File: config.mk
export PLATFORM = sky130hd
export DESIGN_NAME = dma_evsync
export DESIGN_NICKNAME = d
export VERILOG_FILES = /design/src/rtl/dma_evsync_pkg.sv /design/src/rtl/evsync_regs.sv /design/src/rtl/evsync_event.sv /design/src/rtl/evsync_chan.sv /design/src/rtl/dma_evsync.sv
export SDC_FILE = /design/constraint.sdc
export NUM_CORES = 1
export LEC_CHECK = 0
export BUFFER_PORTS_ARGS = -buffer_cell sky130_fd_sc_hd__buf_2
export CORE_MARGIN = 2
export CORE_UTILIZATION = 35
export DETAILED_ROUTE_END_ITERATION = 7
export PLACE_DENSITY_LB_ADDON = 0.08
export SETUP_SLACK_MARGIN = 0.02
export SLEW_MARGIN = 20
export SYNTH_ARGS = -nofsm -noshare
export SYNTH_HDL_FRONTEND = slang
export SYNTH_SLANG_ARGS = --single-unit
export TNS_END_PERCENT = 30
File: constraint.sdc
create_clock -name clk_i -period 2.3 [get_ports clk_i]
set_input_delay 0 -clock clk_i [delete_from_list [all_inputs] [get_ports clk_i]]
set_output_delay 0 -clock clk_i [all_outputs]
set_load 0.02 [all_outputs]
File: src/rtl/dma_evsync_pkg.sv
`timescale 1ns/1ps
package dma_evsync_pkg;
  typedef enum logic [1:0] {
    OP_IDLE = 2'b00,
    OP_SEND = 2'b01,
    OP_WAIT = 2'b10,
    OP_RSVD = 2'b11
  } ev_op_e;

  typedef enum logic [1:0] {
    CH_RUN  = 2'b00,
    CH_WAIT = 2'b01,
    CH_HALT = 2'b10
  } ch_state_e;

  localparam int unsigned ADDR_ENABLE = 0;
  localparam int unsigned ADDR_CLEAR  = 1;
endpackage

File: src/rtl/evsync_regs.sv
`timescale 1ns/1ps
module evsync_regs
  import dma_evsync_pkg::*;
#(
  parameter int unsigned NUM_EV = 8,
  parameter int unsigned REG_W  = 32,
  parameter int unsigned ADDR_W = 4
) (
  input  logic              clk_i,
  input  logic              rst_ni,
  input  logic              reg_we_i,
  input  logic [ADDR_W-1:0] reg_addr_i,
  input  logic [REG_W-1:0]  reg_wdata_i,
  output logic [REG_W-1:0]  reg_rdata_o,
  input  logic [NUM_EV-1:0] irq_set_i,
  input  logic              abort_i,
  output logic [NUM_EV-1:0] en_o,
  output logic [NUM_EV-1:0] irq_o,
  output logic              irq_abort_o
);
  logic [NUM_EV-1:0] en_q, irq_q, clr_mask;
  logic              abort_q, wr_en, wr_clr;
  logic              unused_wdata;

  assign wr_en  = reg_we_i && (reg_addr_i == ADDR_W'(ADDR_ENABLE));
  assign wr_clr = reg_we_i && (reg_addr_i == ADDR_W'(ADDR_CLEAR));
  assign clr_mask = wr_clr ? reg_wdata_i[NUM_EV-1:0] : '0;
  assign unused_wdata = ^reg_wdata_i[REG_W-1:NUM_EV];

  always_ff @(posedge clk_i or negedge rst_ni) begin
    if (!rst_ni) begin
      en_q    <= '0;
      irq_q   <= '0;
      abort_q <= 1'b0;
    end else begin
      if (wr_en) en_q <= reg_wdata_i[NUM_EV-1:0];
      // set dominates clear so a fresh send is never lost
      irq_q   <= (irq_q & ~clr_mask) | irq_set_i;
      abort_q <= abort_q | abort_i;
    end
  end

  always_comb begin
    reg_rdata_o = '0;
    if (reg_addr_i == ADDR_W'(ADDR_ENABLE)) reg_rdata_o[NUM_EV-1:0] = en_q;
  end

  assign en_o        = en_q;
  assign irq_o       = irq_q;
  assign irq_abort_o = abort_q;


  irq_set_chk: assert property (@(posedge clk_i) disable iff (!rst_ni)
    (|irq_set_i) |=> ((irq_q & $past(irq_set_i)) == $past(irq_set_i)));

  irq_clr_chk: assert property (@(posedge clk_i) disable iff (!rst_ni)
    (wr_clr && ((reg_wdata_i[NUM_EV-1:0] & irq_set_i) == '0))
      |=> ((irq_q & $past(reg_wdata_i[NUM_EV-1:0])) == '0));

  abort_hold_chk: assert property (@(posedge clk_i) disable iff (!rst_ni)
    irq_abort_o |=> irq_abort_o);
endmodule

File: src/rtl/evsync_event.sv
`timescale 1ns/1ps
module evsync_event #(
  parameter int unsigned NUM_CH = 4
) (
  input  logic              clk_i,
  input  logic              rst_ni,
  input  logic              sig_i,      // send with interrupt mode off
  input  logic [NUM_CH-1:0] waiters_i,  // channels already blocked on this event
  input  logic [NUM_CH-1:0] newwait_i,  // channels issuing a wait this cycle
  output logic [NUM_CH-1:0] release_o,
  output logic [NUM_CH-1:0] grant_o
);
  logic pend_q, pend_d, eff;

  // a same-cycle send counts as already pending
  assign eff = pend_q | sig_i;

  always_comb begin
    release_o = '0;
    grant_o   = '0;
    pend_d    = eff;
    if (eff) begin
      if (|waiters_i) begin
        release_o = waiters_i;
        pend_d    = 1'b0;
      end else if (|newwait_i) begin
        grant_o = newwait_i & (~newwait_i + NUM_CH'(1));
        pend_d  = 1'b0;
      end
    end
  end

  always_ff @(posedge clk_i or negedge rst_ni) begin
    if (!rst_ni) pend_q <= 1'b0;
    else         pend_q <= pend_d;
  end


  release_consumes_chk: assert property (@(posedge clk_i) disable iff (!rst_ni)
    (|release_o) |=> !pend_q);

  grant_consumes_chk: assert property (@(posedge clk_i) disable iff (!rst_ni)
    (|grant_o) |=> !pend_q);

  grant_onehot_chk: assert property (@(posedge clk_i) disable iff (!rst_ni)
    $onehot0(grant_o) && !((|grant_o) && (|release_o)));
endmodule

File: src/rtl/evsync_chan.sv
`timescale 1ns/1ps
module evsync_chan
  import dma_evsync_pkg::*;
#(
  parameter int unsigned EV_W = 3
) (
  input  logic            clk_i,
  input  logic            rst_ni,
  input  logic            wfe_i,
  input  logic [EV_W-1:0] ev_i,
  input  logic            grant_i,
  input  logic            release_i,
  output logic            stall_o,
  output logic            waiting_o,
  output logic [EV_W-1:0] wait_ev_o
);
  ch_state_e       state_q, state_d;
  logic [EV_W-1:0] ev_q, ev_d;

  always_comb begin
    state_d = state_q;
    ev_d    = ev_q;
    unique case (state_q)
      CH_RUN: if (wfe_i) begin
        state_d = grant_i ? CH_HALT : CH_WAIT;
        ev_d    = ev_i;
      end
      CH_WAIT: if (release_i) state_d = CH_RUN;
      CH_HALT: state_d = CH_RUN;
      default: state_d = CH_RUN;
    endcase
  end

  always_ff @(posedge clk_i or negedge rst_ni) begin
    if (!rst_ni) begin
      state_q <= CH_RUN;
      ev_q    <= '0;
    end else begin
      state_q <= state_d;
      ev_q    <= ev_d;
    end
  end

  assign stall_o   = (state_q != CH_RUN);
  assign waiting_o = (state_q == CH_WAIT);
  assign wait_ev_o = ev_q;


  halt_one_chk: assert property (@(posedge clk_i) disable iff (!rst_ni)
    (state_q == CH_HALT) |=> (state_q == CH_RUN));

  wait_hold_chk: assert property (@(posedge clk_i) disable iff (!rst_ni)
    (state_q == CH_WAIT && !release_i) |=> (state_q == CH_WAIT && $stable(ev_q)));
endmodule

File: src/rtl/dma_evsync.sv
`timescale 1ns/1ps
module dma_evsync
  import dma_evsync_pkg::*;
#(
  parameter int unsigned NUM_CH = 4,
  parameter int unsigned NUM_EV = 8,
  parameter int unsigned REG_W  = 32,
  parameter int unsigned ADDR_W = 4,
  localparam int unsigned EV_W  = $clog2(NUM_EV)
) (
  input  logic                   clk_i,
  input  logic                   rst_ni,
  input  logic [2*NUM_CH-1:0]    cmd_op_i,
  input  logic [EV_W*NUM_CH-1:0] cmd_ev_i,
  input  logic                   reg_we_i,
  input  logic [ADDR_W-1:0]      reg_addr_i,
  input  logic [REG_W-1:0]       reg_wdata_i,
  output logic [REG_W-1:0]       reg_rdata_o,
  input  logic                   abort_i,
  output logic [NUM_CH-1:0]      stall_o,
  output logic [NUM_EV-1:0]      irq_o,
  output logic                   irq_abort_o
);
  logic [NUM_CH-1:0][EV_W-1:0]   ev_c, wait_ev;
  logic [NUM_CH-1:0]             is_send, is_wait, waiting, rel_ch, grant_ch, stall;
  logic [NUM_EV-1:0][NUM_CH-1:0] waiters_m, newwait_m, release_m, grant_m;
  logic [NUM_EV-1:0]             sev_any, en, sig, irq_set;

  for (genvar c = 0; c < NUM_CH; c++) begin : g_dec
    ev_op_e op;
    assign op         = ev_op_e'(cmd_op_i[2*c +: 2]);
    assign ev_c[c]    = cmd_ev_i[EV_W*c +: EV_W];
    // stalled channels and the reserved code issue nothing
    assign is_send[c] = !stall[c] && (op == OP_SEND);
    assign is_wait[c] = !stall[c] && (op == OP_WAIT);
  end

  always_comb begin
    sev_any   = '0;
    waiters_m = '0;
    newwait_m = '0;
    for (int e = 0; e < NUM_EV; e++) begin
      for (int c = 0; c < NUM_CH; c++) begin
        if (is_send[c] && ev_c[c] == EV_W'(e)) sev_any[e] = 1'b1;
        newwait_m[e][c] = is_wait[c] && (ev_c[c] == EV_W'(e));
        waiters_m[e][c] = waiting[c] && (wait_ev[c] == EV_W'(e));
      end
    end
  end

  assign sig     = sev_any & ~en;
  assign irq_set = sev_any & en;

  evsync_regs #(.NUM_EV(NUM_EV), .REG_W(REG_W), .ADDR_W(ADDR_W)) u_regs (
    .clk_i, .rst_ni, .reg_we_i, .reg_addr_i, .reg_wdata_i, .reg_rdata_o,
    .irq_set_i(irq_set), .abort_i, .en_o(en), .irq_o, .irq_abort_o
  );

  for (genvar e = 0; e < NUM_EV; e++) begin : g_ev
    evsync_event #(.NUM_CH(NUM_CH)) u_ev (
      .clk_i, .rst_ni,
      .sig_i(sig[e]),
      .waiters_i(waiters_m[e]),
      .newwait_i(newwait_m[e]),
      .release_o(release_m[e]),
      .grant_o(grant_m[e])
    );
  end

  for (genvar c = 0; c < NUM_CH; c++) begin : g_ch
    assign rel_ch[c]   = release_m[wait_ev[c]][c];
    assign grant_ch[c] = grant_m[ev_c[c]][c];

    evsync_chan #(.EV_W(EV_W)) u_ch (
      .clk_i, .rst_ni,
      .wfe_i(is_wait[c]),
      .ev_i(ev_c[c]),
      .grant_i(grant_ch[c]),
      .release_i(rel_ch[c]),
      .stall_o(stall[c]),
      .waiting_o(waiting[c]),
      .wait_ev_o(wait_ev[c])
    );


    release_resume_chk: assert property (@(posedge clk_i) disable iff (!rst_ni)
      rel_ch[c] |=> !stall_o[c]);
  end

  assign stall_o = stall;
endmodule

==> results of run 1 <==
[metal layers]
layer | vias up | GRT usage (%) | part of all wire, %
met1 | 2274 | 39.4 | 44
met5 | - | 0 | 0
met3 | 49 | 4.72 | 7.4
li1 | 2148 | - | -
met2 | 234 | 43.9 | 45
met4 | 0 | 11.5 | 3.9
[per-stage QoR]
step / utilization [%] / cell area [sq um]
after CTS: 51.4 / 5550
after detailed placement: 48.7 / 5250
after global routing: 52.6 / 5670
after floorplan: - / 3940
after global placement: 48.7 / 5250
final: 52.6 / 5670
[final cells by class]
class                           count  area, sq um  area share [%]
Inverter                           17         63.8            1.13
Timing Repair Buffer              224         1580            27.8
Clock buffer                        6         72.6            1.28
Sequential cell                    45         1130            19.9
Clock inverter                      2         38.8           0.684
Multi-Input combinational cell    392         2620            46.2
Tap cell                          140          175            3.09
[final timing paths]
path                                         startpoint                        end  cells past startpoint
worst max-delay path            g_ch[0].u_ch.state_q[1]    g_ch[3].u_ch.state_q[0]                      8
worst min-delay path                       cmd_ev_i[10]  g_ch[3].u_ch.wait_ev_o[1]                      2
worst max register to register  g_ch[0].u_ch.state_q[1]    g_ch[3].u_ch.state_q[0]                      8
worst min register to register       u_regs.irq_abort_o         u_regs.irq_abort_o                      1
max in group asynchronous                        rst_ni    g_ch[2].u_ch.state_q[1]                      3
min in group asynchronous                        rst_ni            u_regs.irq_o[0]                      2
[state kept, by name, summed over array words and instances (netlist names)]
| register | count |
|---|---|
| g_ch.u_ch.state_q | 8 |
| g_ch.u_ch.wait_ev_o | 12 |
| g_ev.u_ev.pend_q | 8 |
| u_regs.en_o | 8 |
| u_regs.irq_abort_o | 1 |
| u_regs.irq_o | 8 |
[kinds of logic (layout without fill, tap and decap cells)]
group,count (synthesis),after routing
compound gates,128,128
buf+inv,67,249
flops,45,45
mux,12,12
other cells,1,24
simple gates,228,228
[Yosys cell counts (all sizes together), types with 3 or more instances]
| master | count | area [sq um] |
|---|---|---|
| o22ai | 13 | 81.3 |
| mux2 | 11 | 124 |
| o211ai | 5 | 37.5 |
| a2111oi | 4 | 47.6 |
| nor2 | 34 | 128 |
| inv | 17 | 63.8 |
| or3 | 6 | 37.5 |
| nand3 | 11 | 55.1 |
| or3b | 7 | 61.3 |
| and2 | 14 | 87.6 |
| a211oi | 6 | 45.0 |
| o32ai | 8 | 70.1 |
| nor3b | 8 | 75.1 |
| a21oi | 14 | 70.1 |
| nor4b | 7 | 80.1 |
| nand2b | 16 | 100 |
| o311ai | 3 | 26.3 |
| nor3 | 19 | 95.1 |
| dfrtp | 45 | 1130 |
| o2111ai | 3 | 26.3 |
| or2 | 11 | 68.8 |
| o31ai | 5 | 37.5 |
| o31a | 3 | 26.3 |
| nor4 | 6 | 37.5 |
| o21ai | 16 | 80.1 |
| nand4 | 8 | 50.1 |
| a22o | 11 | 96.3 |
| nand2 | 59 | 221 |
| nor2b | 7 | 43.8 |
| buf | 29 | 218 |
| a21o | 5 | 37.5 |
| clkbuf | 21 | 78.8 |
| a211o | 3 | 26.3 |
| or4b | 4 | 40.0 |
| a31oi | 3 | 18.8 |
| nand3b | 5 | 37.5 |
[power groups by stage]
stage	sequential, W	clock [W]	combinational, W
floorplan	0.00142	0	0.00142
global placement	0.00136	0	0.00319
detailed placement	0.00138	0	0.00319
CTS	0.00137	0.000666	0.00326
global route	0.00142	0.000700	0.00364
finish	0.00139	0.000649	0.00341
[timing repair]
action                                  4_1_cts  5_1_grt
resized for setup                            14       24
endpoints found under the setup margin        9       12
setup buffers                                 0        2
endpoints found under the hold margin        37        0
pin swaps                                     3       16
hold buffers                                 12        0
==> results.txt, run 1 <==
Total power for the finished layout comes to 0.00544 W. The residual overflow from global routing is 0. In this run, CTS created clock tree buffers numbering 5. The number of distinct library cells after synthesis is slightly below 70. The number of nets with antenna violations after detailed routing came out at 0.

The number of fill cells in the layout came out at roughly 1100. The core region area is between 10000 and 15000 sq um. The transition at the pin with the smallest max-transition slack came out at approximately 0.54 ns.

The count of buffers added on input and output ports is between 50 and 60. The DRC marker count from the first detailed-route iteration is about 350. The floorplan die area came out at roughly 12000 sq um. The finished layout holds slightly above 800 standard cells, fillers aside. Net switching is between 40% and 50% of the power. The CTS clock-pin slew for the worst setup and hold paths is 0.10 ns. The checks that failed: setup timing.

Derived from the worst setup path, the maximum achievable clock frequency is ~0.37 GHz. The path category of the worst min-delay check is primary input to flip-flop. The switching power summed over all nets is about 0.0024 W.

The initial standard-cell utilization of the core is a little over a third. The final weighted congestion in routability-driven placement is 0.976. The largest net degree at the start of global routing is 28. The async set-or-reset flop fraction in the synthesized netlist is 100%.

The minimum clock period is about 2.7 ns. The placed instance count is between 800 and 900. Traced cell by cell, the critical path runs through or4b_4 > nor3b_4 > or4_4 > o311ai_4 > or3b_4 > a2111oi_4 > a32oi_2 > a32o_1.

After legalization and detailed placement, the total HPWL measured approximately 13000 um. The initial antenna violation count is 0. The xor-xnor portion of the synthesized cell area is 0%. The startpoint-to-endpoint class of the critical path is flip-flop to flip-flop. The first-pass GRT wire length came out at 25200 um. The width of the die came out at 109 um. The longest clock path from root to sink contains 2 buffers.

The critical path's top delay family is simple AND/OR/NAND/NOR gates. The combinational family with the most area after synthesis is simple AND/OR/NAND/NOR gates. The sequential share of the synthesized area is between 20 and 30%. The internal portion of the total power is a little over 0.003 W. The top cell types in the final layout, fill and taps aside, are buf_4, nand2_1, buf_2, dfrtp_1, nor2_1. The count of buffering cells on the critical path with inverters included came out at 0. The signal arrival time at the worst endpoint came out at 2.92 ns. The setup skew after layout is ~0.013 ns. The count of unresolved DRC violations after routing came out at 0. STA classifies the critical path startpoint as a flip-flop. The run finished, with violations left. The pre-CTS worst setup slack is -0.405 ns. The final max-slew violation count was 0. The average vias per placed instance came out at roughly 5.7. In the synthesized netlist the dominant register cell turns out to be dfrtp_1. The global router's overall resource usage came out at roughly 28%. The worst-case hold slack is 0.0678 ns. In the synthesized netlist, mux cells make up approximately 3.5% of the area. The total number of vias is 4705. The power density over cell area came out at around 960 nW/um^2.

The buffer cell driving the clock tree root is clkbuf_8. Summed over all failing endpoints, the final setup total negative slack is -2.03 ns. The worst path uses 118% of the clock period.

The overall routed net length came out at approximately 16000 um. The maximum fanout count along the critical path came out at 4. The number of inserted diodes is 0. The clock net in this run drives a total of 45 sinks. STA classifies the critical path endpoint as a flip-flop. In this run the count of I/O pins placed on the die edge is between 100 and 150. During synthesis, Yosys emitted a total of 0 warnings. The fraction of the mapped netlist area in adder cells is 0%.

In this run, synthesis inferred 0 flip-flops with an integrated enable. The H-tree was split into 2 levels. The number of global-route vias before repair is 4590. The total setup violations reported at the end of the flow is 8. The combinational fraction of design power is 62.6%. The fraction of the mapped netlist area in compound gates came out at 24.9%. The biggest cell delay along the critical path came out at 0.57 ns. The cell count after synthesis came out at 481. The cell area after synthesis came out at just under 4000 sq um. The least setup slack across all paths after layout is -0.405 ns.

The cell with the largest stage delay on the worst path is or4b_4. The average size of a mapped cell is 7.99 sq um. From synthesis to final layout, the design area changed by 47.5%. The setup slack of the worst register-to-register path came out at -0.40 ns. The most frequent standard cell in the layout excluding fill and tap cells is buf_4. The TritonCTS clock tree is built. The worst relative slew slack is a little under two thirds.

Sequential cells account for roughly a quarter of the total power. The worst IR drop on VDD came out at approximately 470 uV. The clock share of power is a little under an eighth. Setup repair after global routing could not meet its margin everywhere.

The net count of the finished layout is about 750. The endpoint required time on the critical path came out at about 2.5 ns. The detailed-routing iteration count for the pre-antenna-repair pass came out at 5. In the final routed layout, each cell accounts on average for 19.8 um. Summing the areas of all and, or, nand and nor instances in the mapped netlist gives 32.9% of the synthesized area. The clock latency of the later-clocked register in the worst-skew pair is 0.33 ns.

The number of maximum-capacitance violations came out at 0. The share of cells above drive strength 1 came out at between 40% and 50%. The count of final hold-check violations was 0. The leakage power summed over all cells is around 2.6 nW.

The die span in y is approximately 110 um. The cell row count came out at 38. The flop and latch count out of synthesis is 45.
Note: power is estimated with default switching activity, not from simulation.
==> run 2: changes to the inputs <==
- SYNTH_HIERARCHICAL: default -> 1
==> results.txt, run 2 <==
The sum of negative setup slack is -3.67 ns (was -2.03 ns). Most frequent cells after synthesis: nor2_1, dfrtp_1, nor2b_1, nand2b_1 (was nand2_1, dfrtp_1, nor2_1, buf_4, clkbuf_1). The total number of vias came out at 4042 (was 4705).

The path category of the worst min-delay check is primary input to flip-flop (unchanged). The leakage power summed over all cells is 2.55 nW (was 2.64 nW). The width of the die came out at 117 um (was 109 um). The number of flops mapped to enable cells by yosys came out at 0 (unchanged). The count of final hold-check violations is 0 (unchanged). The number of distinct library cells after synthesis came out at 35 (was 68). The share of the synthesized area in the top cell type was 25.1% (was 29.3%). The dominant cell by count in the synthesized netlist is nor2_1 (was nand2_1). Synth top area cells: dfrtp_1, nor4b_2, nor2b_1 (was dfrtp_1, nand2_1, buf_4). The worst IR drop on VDD is 805 uV (was 473 uV). The internal portion of total power came out at 0.00301 W (was 0.00307 W). The CTS clock-pin slew for the worst setup and hold paths is 0.06 ns (was 0.10 ns). The floorplan die area came out at 13700 sq um (was 11800 sq um). The main flop type after synthesis is dfrtp_1 (unchanged). The setup slack of the worst register-to-register path is -0.63 ns (was -0.40 ns). The combinational fraction of design power came out at 61.1% (was 62.6%). The switching power summed over all nets came out at 0.00231 W (was 0.00237 W).

The global router's overall resource usage came out at 21.5% (was 28.4%). The initial antenna violation count came out at 0 (unchanged). Setup repair after global routing missed its margin: true (unchanged). The first-pass GRT wire length was 21900 um (was 25200 um). The number of global-route vias before repair was 4126 (was 4590). The H-tree depth reported by CTS came to 2 (unchanged). The total setup violations reported at the end of the flow is 8 (unchanged).

The signal arrival time at the worst endpoint came out at 3.16 ns (was 2.92 ns). The final weighted congestion in routability-driven placement is 0.873 (was 0.976). Sequence of cells on the critical path: or2_4 > and3b_1 > a32oi_1 > a21oi_2 > nor2_4 > nor4_2 > mux4_2 > mux2_4 > or3b_4 > a21oi_2 (was or4b_4 > nor3b_4 > or4_4 > o311ai_4 > or3b_4 > a2111oi_4 > a32oi_2 > a32o_1). The cell type contributing the most total cell area after synthesis is dfrtp_1 (unchanged). The most used cell along the critical path is a21oi_2.

The power density over cell area came to 863 nW/um^2 (was 959 nW/um^2). The final cell area excluding filler cells came out at 6160 sq um (was 5670 sq um). The number of maximum-capacitance violations came out at 0 (unchanged). The core region area is 12600 sq um (was 10800 sq um). Run status: complete, but fails checks (unchanged).

The async set-or-reset flop fraction in the synthesized netlist is 100% (unchanged). The TritonCTS sink count came out at 45 (unchanged). The die span in y is 117 um (was 109 um).

The final worst-path cycle share came out at 127% (was 118%). The maximum operating frequency is 0.341 GHz (was 0.370 GHz). The switching power share of the total came out at 43.4% (was 43.6%). The cell area after synthesis came out at 4480 sq um (was 3840 sq um). The number of buffers inserted during clock tree synthesis came out at 5 (unchanged). The buffer cell driving the clock tree root is clkbuf_16 (was clkbuf_8). The cell row count is 41 (was 38). The number of nets with antenna violations after detailed routing is 0 (unchanged). The DRC marker count from the first detailed-route iteration is 173 (was 354). The TritonCTS clock tree was built (unchanged). The least setup slack across all paths after layout is -0.629 ns (was -0.405 ns). The worst relative slew slack came out at 57.4% (was 63.6%). Highest-count cells in the layout ignoring fill and taps: buf_4, nor2_1, buf_2, dfrtp_1, nor2b_1 (was buf_4, nand2_1, buf_2, dfrtp_1, nor2_1). The final net count was 696 (was 745). The critical path's top delay family is simple AND/OR/NAND/NOR gates (unchanged).

The count of unresolved DRC violations after routing is 0 (unchanged). The cell area after placement came out at 5660 sq um (was 5250 sq um). The count of synthesis-stage warnings from yosys came out at 6 (was 0). The type of destination of the critical path is a flip-flop (unchanged). The final max-slew violation count came out at 0 (unchanged). The overall routed net length came out at 14100 um (was 16400 um). The number of standard cells after synthesis is 470 (was 481). The per-cell routed wire length came out at 17.5 um (was 19.8 um).

Failing checks: setup timing (unchanged). The minimum clock period is 2.93 ns (was 2.70 ns). The sequential share of the synthesized area came out at 25.1% (was 29.3%). The residual overflow from global routing is 0 (unchanged). The biggest cell delay along the critical path is 0.48 ns (was 0.57 ns).

The average size of a mapped cell is 9.54 sq um (was 7.99 sq um). The flop and latch count out of synthesis came out at 45 (unchanged). The clock latency of the later-clocked register in the worst-skew pair came out at 0.30 ns (was 0.33 ns). The detailed-routing iteration count for the pre-antenna-repair pass is 4 (was 5). The number of buffers on the longest clock path came to 2 (unchanged). The element type at the critical path start is a flip-flop (unchanged).

The startpoint-to-endpoint class of the critical path is flip-flop to flip-flop (unchanged). The transition at the pin with the smallest max-transition slack is 0.639 ns (was 0.537 ns). The total I/O pin count came out at 105 (unchanged). The HPWL after detailed placement came to 11400 um (was 13200 um). The placed instance count is 786 (was 804). The number of buffers added on ports came out at 56 (unchanged).

The part of the total power dissipated in sequential elements is 26.0% (was 25.5%). The initial standard-cell utilization of the core came out at 35.7% (was 35.6%). The most frequent standard cell in the layout excluding fill and tap cells is buf_4 (unchanged). The endpoint required time on the critical path was 2.53 ns (was 2.51 ns). The clock share of power is 12.9% (was 11.9%). The setup skew after layout came out at 0.00645 ns (was 0.0126 ns). The signed area change from the synthesized netlist to the final layout came out at 37.5% (was 47.5%).

The average vias per placed instance came out at 5.01 (was 5.70). The share of cells above drive strength 1 is 49.9% (was 40.5%). The number of flip-flops in the largest register came out at 12 (unchanged). The final non-filler cell total is 807 (was 826). The maximum fanout count along the critical path came out at 6 (was 4). The worst-case hold slack came out at 0.0889 ns (was 0.0678 ns). The count of buffering cells on the critical path with inverters included is 0 (unchanged). The number of inserted diodes was 0 (unchanged).

The largest net degree at the start of global routing came out at 46 (was 28). The cell with the largest stage delay on the worst path was mux4_2 (was or4b_4).
## run 2: cell count changes after synthesis, sizes merged, moves of 11 or more
cell | before | now
nor4b | 7 | 26
o21ai | 16 | 0
mux2 | 11 | 28
o22ai | 13 | 0
mux4 | 0 | 16
nor2b | 7 | 41
nand2 | 59 | 24
nor2 | 34 | 67
inv | 17 | 0
nor3b | 8 | 21
nand2b | 16 | 38
nand3 | 11 | 0
a22o | 11 | 0
clkbuf | 21 | 4
## run 2: path summary, 6_finish.rpt
path                                              to                    start  cells past startpoint
setup / recovery             g_ch[3].u_ch/state_q[0]  g_ch[2].u_ch/state_q[1]                     10
hold / removal                       u_regs/irq_o[5]            reg_addr_i[1]                      3
setup reg to reg             g_ch[3].u_ch/state_q[0]  g_ch[2].u_ch/state_q[1]                     10
hold reg to reg                   u_regs/irq_abort_o       u_regs/irq_abort_o                      1
max in group asynchronous  g_ch[2].u_ch/wait_ev_o[2]                   rst_ni                      3
min in group asynchronous             u_regs/en_o[7]                   rst_ni                      3
## run 2: stage by stage
| stage | worst slack, ns | total power (W) | utilization [%] |
|---|---|---|---|
| final | -0.629 | 0.00532 | 49.0 |
| after global routing | -0.676 | 0.00565 | 49.0 |
| after CTS | -0.637 | 0.00527 | 48.3 |
| after detailed placement | -0.777 | 0.00444 | 45.1 |
| after global placement | -0.761 | 0.00444 | 45.1 |
| after floorplan | -0.446 | 0.00317 | - |
## run 2: power groups by stage
stage          combinational, W  sequential [W]  clock [W]
6_report                0.00325         0.00138   0.000687
5_1_grt                 0.00348         0.00143   0.000751
4_1_cts                 0.00318         0.00137   0.000718
3_5_place_dp            0.00306         0.00138          0
3_3_place_gp            0.00307         0.00137          0
2_1_floorplan           0.00177         0.00140          0
## run 2: layout make-up
cell class / instances / area [sq um]
timing repair buffer: 177 / 1220
multi-input combinational: 407 / 3470
clock buffer: 5 / 125
tap: 172 / 215
sequential: 45 / 1130
fill: 1203 / 6410
clock inverter: 1 / 5.00
## run 2: layer usage
layer,wire [um],vias up,part of all wire (%),global-route usage [%]
met2,6690,79,47,35.6
met1,6650,1968,47,28.5
met3,377,22,2.7,2.88
met5,0,-,0,0
li1,-,1973,-,-
met4,389,0,2.8,8.47
## run 2: worst register-to-register path, delay by kind of cell, from the launching register on
family,cells,cell delay (ns)
and+or+nand+nor,5,1.08
muxes,2,0.76
AOI/OAI and AO/OA,3,0.67
DFF,1,0.35
## run 2: kinds of logic (layout without fill, tap and decap cells)
family                 after synthesis  count (layout)  synth area share [%]
muxes                               44              44                  16.2
AOI/OAI and AO/OA                   44              44                  6.87
other                                1              24                0.0836
buffers and inverters               41             183                  6.42
and+or+nand+nor                    295             295                  45.4
DFF                                 45              45                  25.1
## run 2: timing repair
| action | CTS | global route |
|---|---|---|
| hold buffers | 10 | 0 |
| endpoints found under the setup margin | 8 | 11 |
| endpoints found under the hold margin | 54 | 0 |
| gates resized for setup | 39 | 19 |
| pin swaps | 18 | 6 |
| setup buffers | 4 | 1 |
==> run 3: changes to the inputs <==
- REMOVE_ABC_BUFFERS: default -> 1
==> results.txt, run 3 (synthesis results as in run 2) <==
Run status: complete, but fails checks (unchanged). Failing checks: setup timing (unchanged). The leakage power summed over all cells is 2.63 nW (was 2.55 nW). The maximum operating frequency came out at 0.349 GHz (was 0.341 GHz). The element type at the critical path start was a flip-flop (unchanged). The per-cell routed wire length came out at 17.9 um (was 17.5 um). The internal portion of total power was 0.00313 W (was 0.00301 W). The count of unresolved DRC violations after routing is 0 (unchanged). The worst IR drop on VDD came out at 660 uV (was 805 uV). The number of inserted diodes came out at 0 (unchanged). The switching power summed over all nets is 0.00233 W (was 0.00231 W). The final net count was 708 (was 696). The cell with the largest stage delay on the worst path is mux4_2 (unchanged). The maximum fanout count along the critical path is 6 (unchanged). The most frequent standard cell in the layout excluding fill and tap cells is buf_4 (unchanged).

The DRC marker count from the first detailed-route iteration is 216 (was 173). The transition at the pin with the smallest max-transition slack came out at 0.569 ns (was 0.639 ns). The final non-filler cell total is 821 (was 807). The total number of vias was 4157 (was 4042). The placed instance count is 796 (was 786). The minimum clock period came out at 2.86 ns (was 2.93 ns). The number of global-route vias before repair came out at 3991 (was 4126). The detailed-routing iteration count for the pre-antenna-repair pass is 4 (unchanged). The global router's overall resource usage was 22.0% (was 21.5%). The setup skew after layout is 0.0102 ns (was 0.00645 ns). The first-pass GRT wire length is 22300 um (was 21900 um). The number of buffers on the longest clock path came to 2 (unchanged). Setup repair after global routing missed its margin: true (unchanged). The H-tree depth reported by CTS came out at 2 (unchanged).

The core region area came out at 12600 sq um (unchanged). The combinational fraction of design power is 59.6% (was 61.1%). The TritonCTS sink count is 45 (unchanged). The path category of the worst min-delay check is primary input to flip-flop (unchanged).

The initial antenna violation count came out at 0 (unchanged). The sum of negative setup slack came out at -3.32 ns (was -3.67 ns). The power density over cell area came to 862 nW/um^2 (was 863 nW/um^2). The number of flip-flops in the largest register is 12 (unchanged).

The final worst-path cycle share is 124% (was 127%). The worst-case hold slack came out at 0.0917 ns (was 0.0889 ns). The type of destination of the critical path is a flip-flop (unchanged). The average vias per placed instance is 5.06 (was 5.01).

The final max-slew violation count is 0 (unchanged). The number of buffers added on ports is 56 (unchanged). Highest-count cells in the layout ignoring fill and taps: buf_4, nor2_1, buf_2, dfrtp_1, nor2b_1 (unchanged). The number of buffers inserted during clock tree synthesis is 5 (unchanged). The largest net degree at the start of global routing came to 31 (was 46).

The number of nets with antenna violations after detailed routing is 0 (unchanged). The floorplan die area came out at 13700 sq um (unchanged). The count of final hold-check violations is 0 (unchanged).

The buffer cell driving the clock tree root is clkbuf_16 (unchanged). The endpoint required time on the critical path was 2.53 ns (about the same). The biggest cell delay along the critical path is 0.49 ns (was 0.48 ns). The initial standard-cell utilization of the core is 35.7% (unchanged). The total I/O pin count came out at 105 (unchanged).

The residual overflow from global routing came out at 0 (unchanged). The cell row count is 41 (unchanged). The die span in y came to 117 um (unchanged). The worst relative slew slack came out at 62.0% (was 57.4%). The startpoint-to-endpoint class of the critical path is flip-flop to flip-flop (unchanged). The least setup slack across all paths after layout came to -0.562 ns (was -0.629 ns). The final weighted congestion in routability-driven placement came out at 0.900 (was 0.873). Sequence of cells on the critical path: or2_4 > and4bb_4 > a22oi_2 > a21oi_1 > nor2_1 > buf_4 > nor3b_1 > mux4_2 > mux2_4 > or3b_1 > a21oi_2 (was or2_4 > and3b_1 > a32oi_1 > a21oi_2 > nor2_4 > nor4_2 > mux4_2 > mux2_4 > or3b_4 > a21oi_2). The HPWL after detailed placement is 11900 um (was 11400 um). The share of cells above drive strength 1 was 49.9% (about the same). The number of maximum-capacitance violations is 0 (unchanged). The CTS clock-pin slew for the worst setup and hold paths came out at 0.07 ns (was 0.06 ns). The signal arrival time at the worst endpoint was 3.09 ns (was 3.16 ns). The switching power share of the total came out at 42.7% (was 43.4%). The clock latency of the later-clocked register in the worst-skew pair is 0.31 ns (was 0.30 ns). The pre-CTS worst setup slack is -0.996 ns (was -0.777 ns).

The overall routed net length came out at 14700 um (was 14100 um). The part of the total power dissipated in sequential elements is 24.7% (was 26.0%). The total setup violations reported at the end of the flow is 8 (unchanged). The width of the die is 117 um (unchanged). The signed area change from the synthesized netlist to the final layout is 41.1% (was 37.5%). The TritonCTS clock tree is built (unchanged).

The clock share of power is 15.7% (was 12.9%).
[run 3: path summary, 6_finish.rpt]
path                                    startpoint  slack, ns                 endpoint  cells past startpoint
max                        g_ch[0].u_ch/state_q[0]      -0.56  g_ch[0].u_ch/state_q[0]                     11
min reg2reg                     u_regs/irq_abort_o       0.47       u_regs/irq_abort_o                      1
min                                  reg_addr_i[0]       0.09          u_regs/irq_o[2]                      4
max reg2reg                g_ch[0].u_ch/state_q[0]      -0.56  g_ch[0].u_ch/state_q[0]                     11
max in group asynchronous                   rst_ni       1.38           u_regs/en_o[5]                      3
min in group asynchronous                   rst_ni       0.16       u_regs/irq_abort_o                      2
[run 3: critical path: cells and delay by family (launching register included)]
family / cells / cell delay, ns
AOI/OAI and AO/OA: 3 / 0.54
buffers and inverters: 1 / 0.18
DFF: 1 / 0.34
muxes: 2 / 0.78
and+or+nand+nor: 5 / 0.93
[run 3: layout make-up]
| cell class | instances | area [sq um] |
|---|---|---|
| fillers | 1196 | 6240 |
| multi-input cells | 407 | 3500 |
| repair buffers | 189 | 1310 |
| flip-flops and latches | 45 | 1130 |
| well taps | 172 | 215 |
| clock buffers | 6 | 129 |
| clock inverters | 2 | 38.8 |
[run 3: metal layers]
metal | GRT usage [%] | wire [um] | vias to the layer above
met2 | 35.3 | 6860 | 89
met3 | 3.76 | 514 | 9
met5 | 0 | 0 | -
met4 | 4.71 | 191 | 0
met1 | 31.2 | 7100 | 2055
li1 | - | - | 2004
[run 3: metrics by stage]
stage / instance area [sq um] / total power (W) / util (%)
floorplan: 4280 / 0.00299 / -
global placement: 5650 / 0.00435 / 44.9
detailed placement: 5650 / 0.00437 / 44.9
CTS: 6210 / 0.00541 / 49.4
global route: 6320 / 0.00579 / 50.3
finish: 6320 / 0.00545 / 50.3
[run 3: timing repair]
item                                    in CTS  in global routing
gates resized for setup                     66                 20
endpoints found under the setup margin       9                  9
hold endpoints to repair                    25                  0
pin swaps                                   25                 15
hold buffers                                10                  0
buffers inserted                             3                  4
[run 3: power by group through the flow]
| stage | clock network (W) | logic (W) | registers (W) |
|---|---|---|---|
| floorplan | 0 | 0.00156 | 0.00143 |
| global placement | 0 | 0.00302 | 0.00133 |
| detailed placement | 0 | 0.00304 | 0.00134 |
| CTS | 0.000886 | 0.00319 | 0.00134 |
| global route | 0.000921 | 0.00348 | 0.00139 |
| finish | 0.000854 | 0.00325 | 0.00135 |
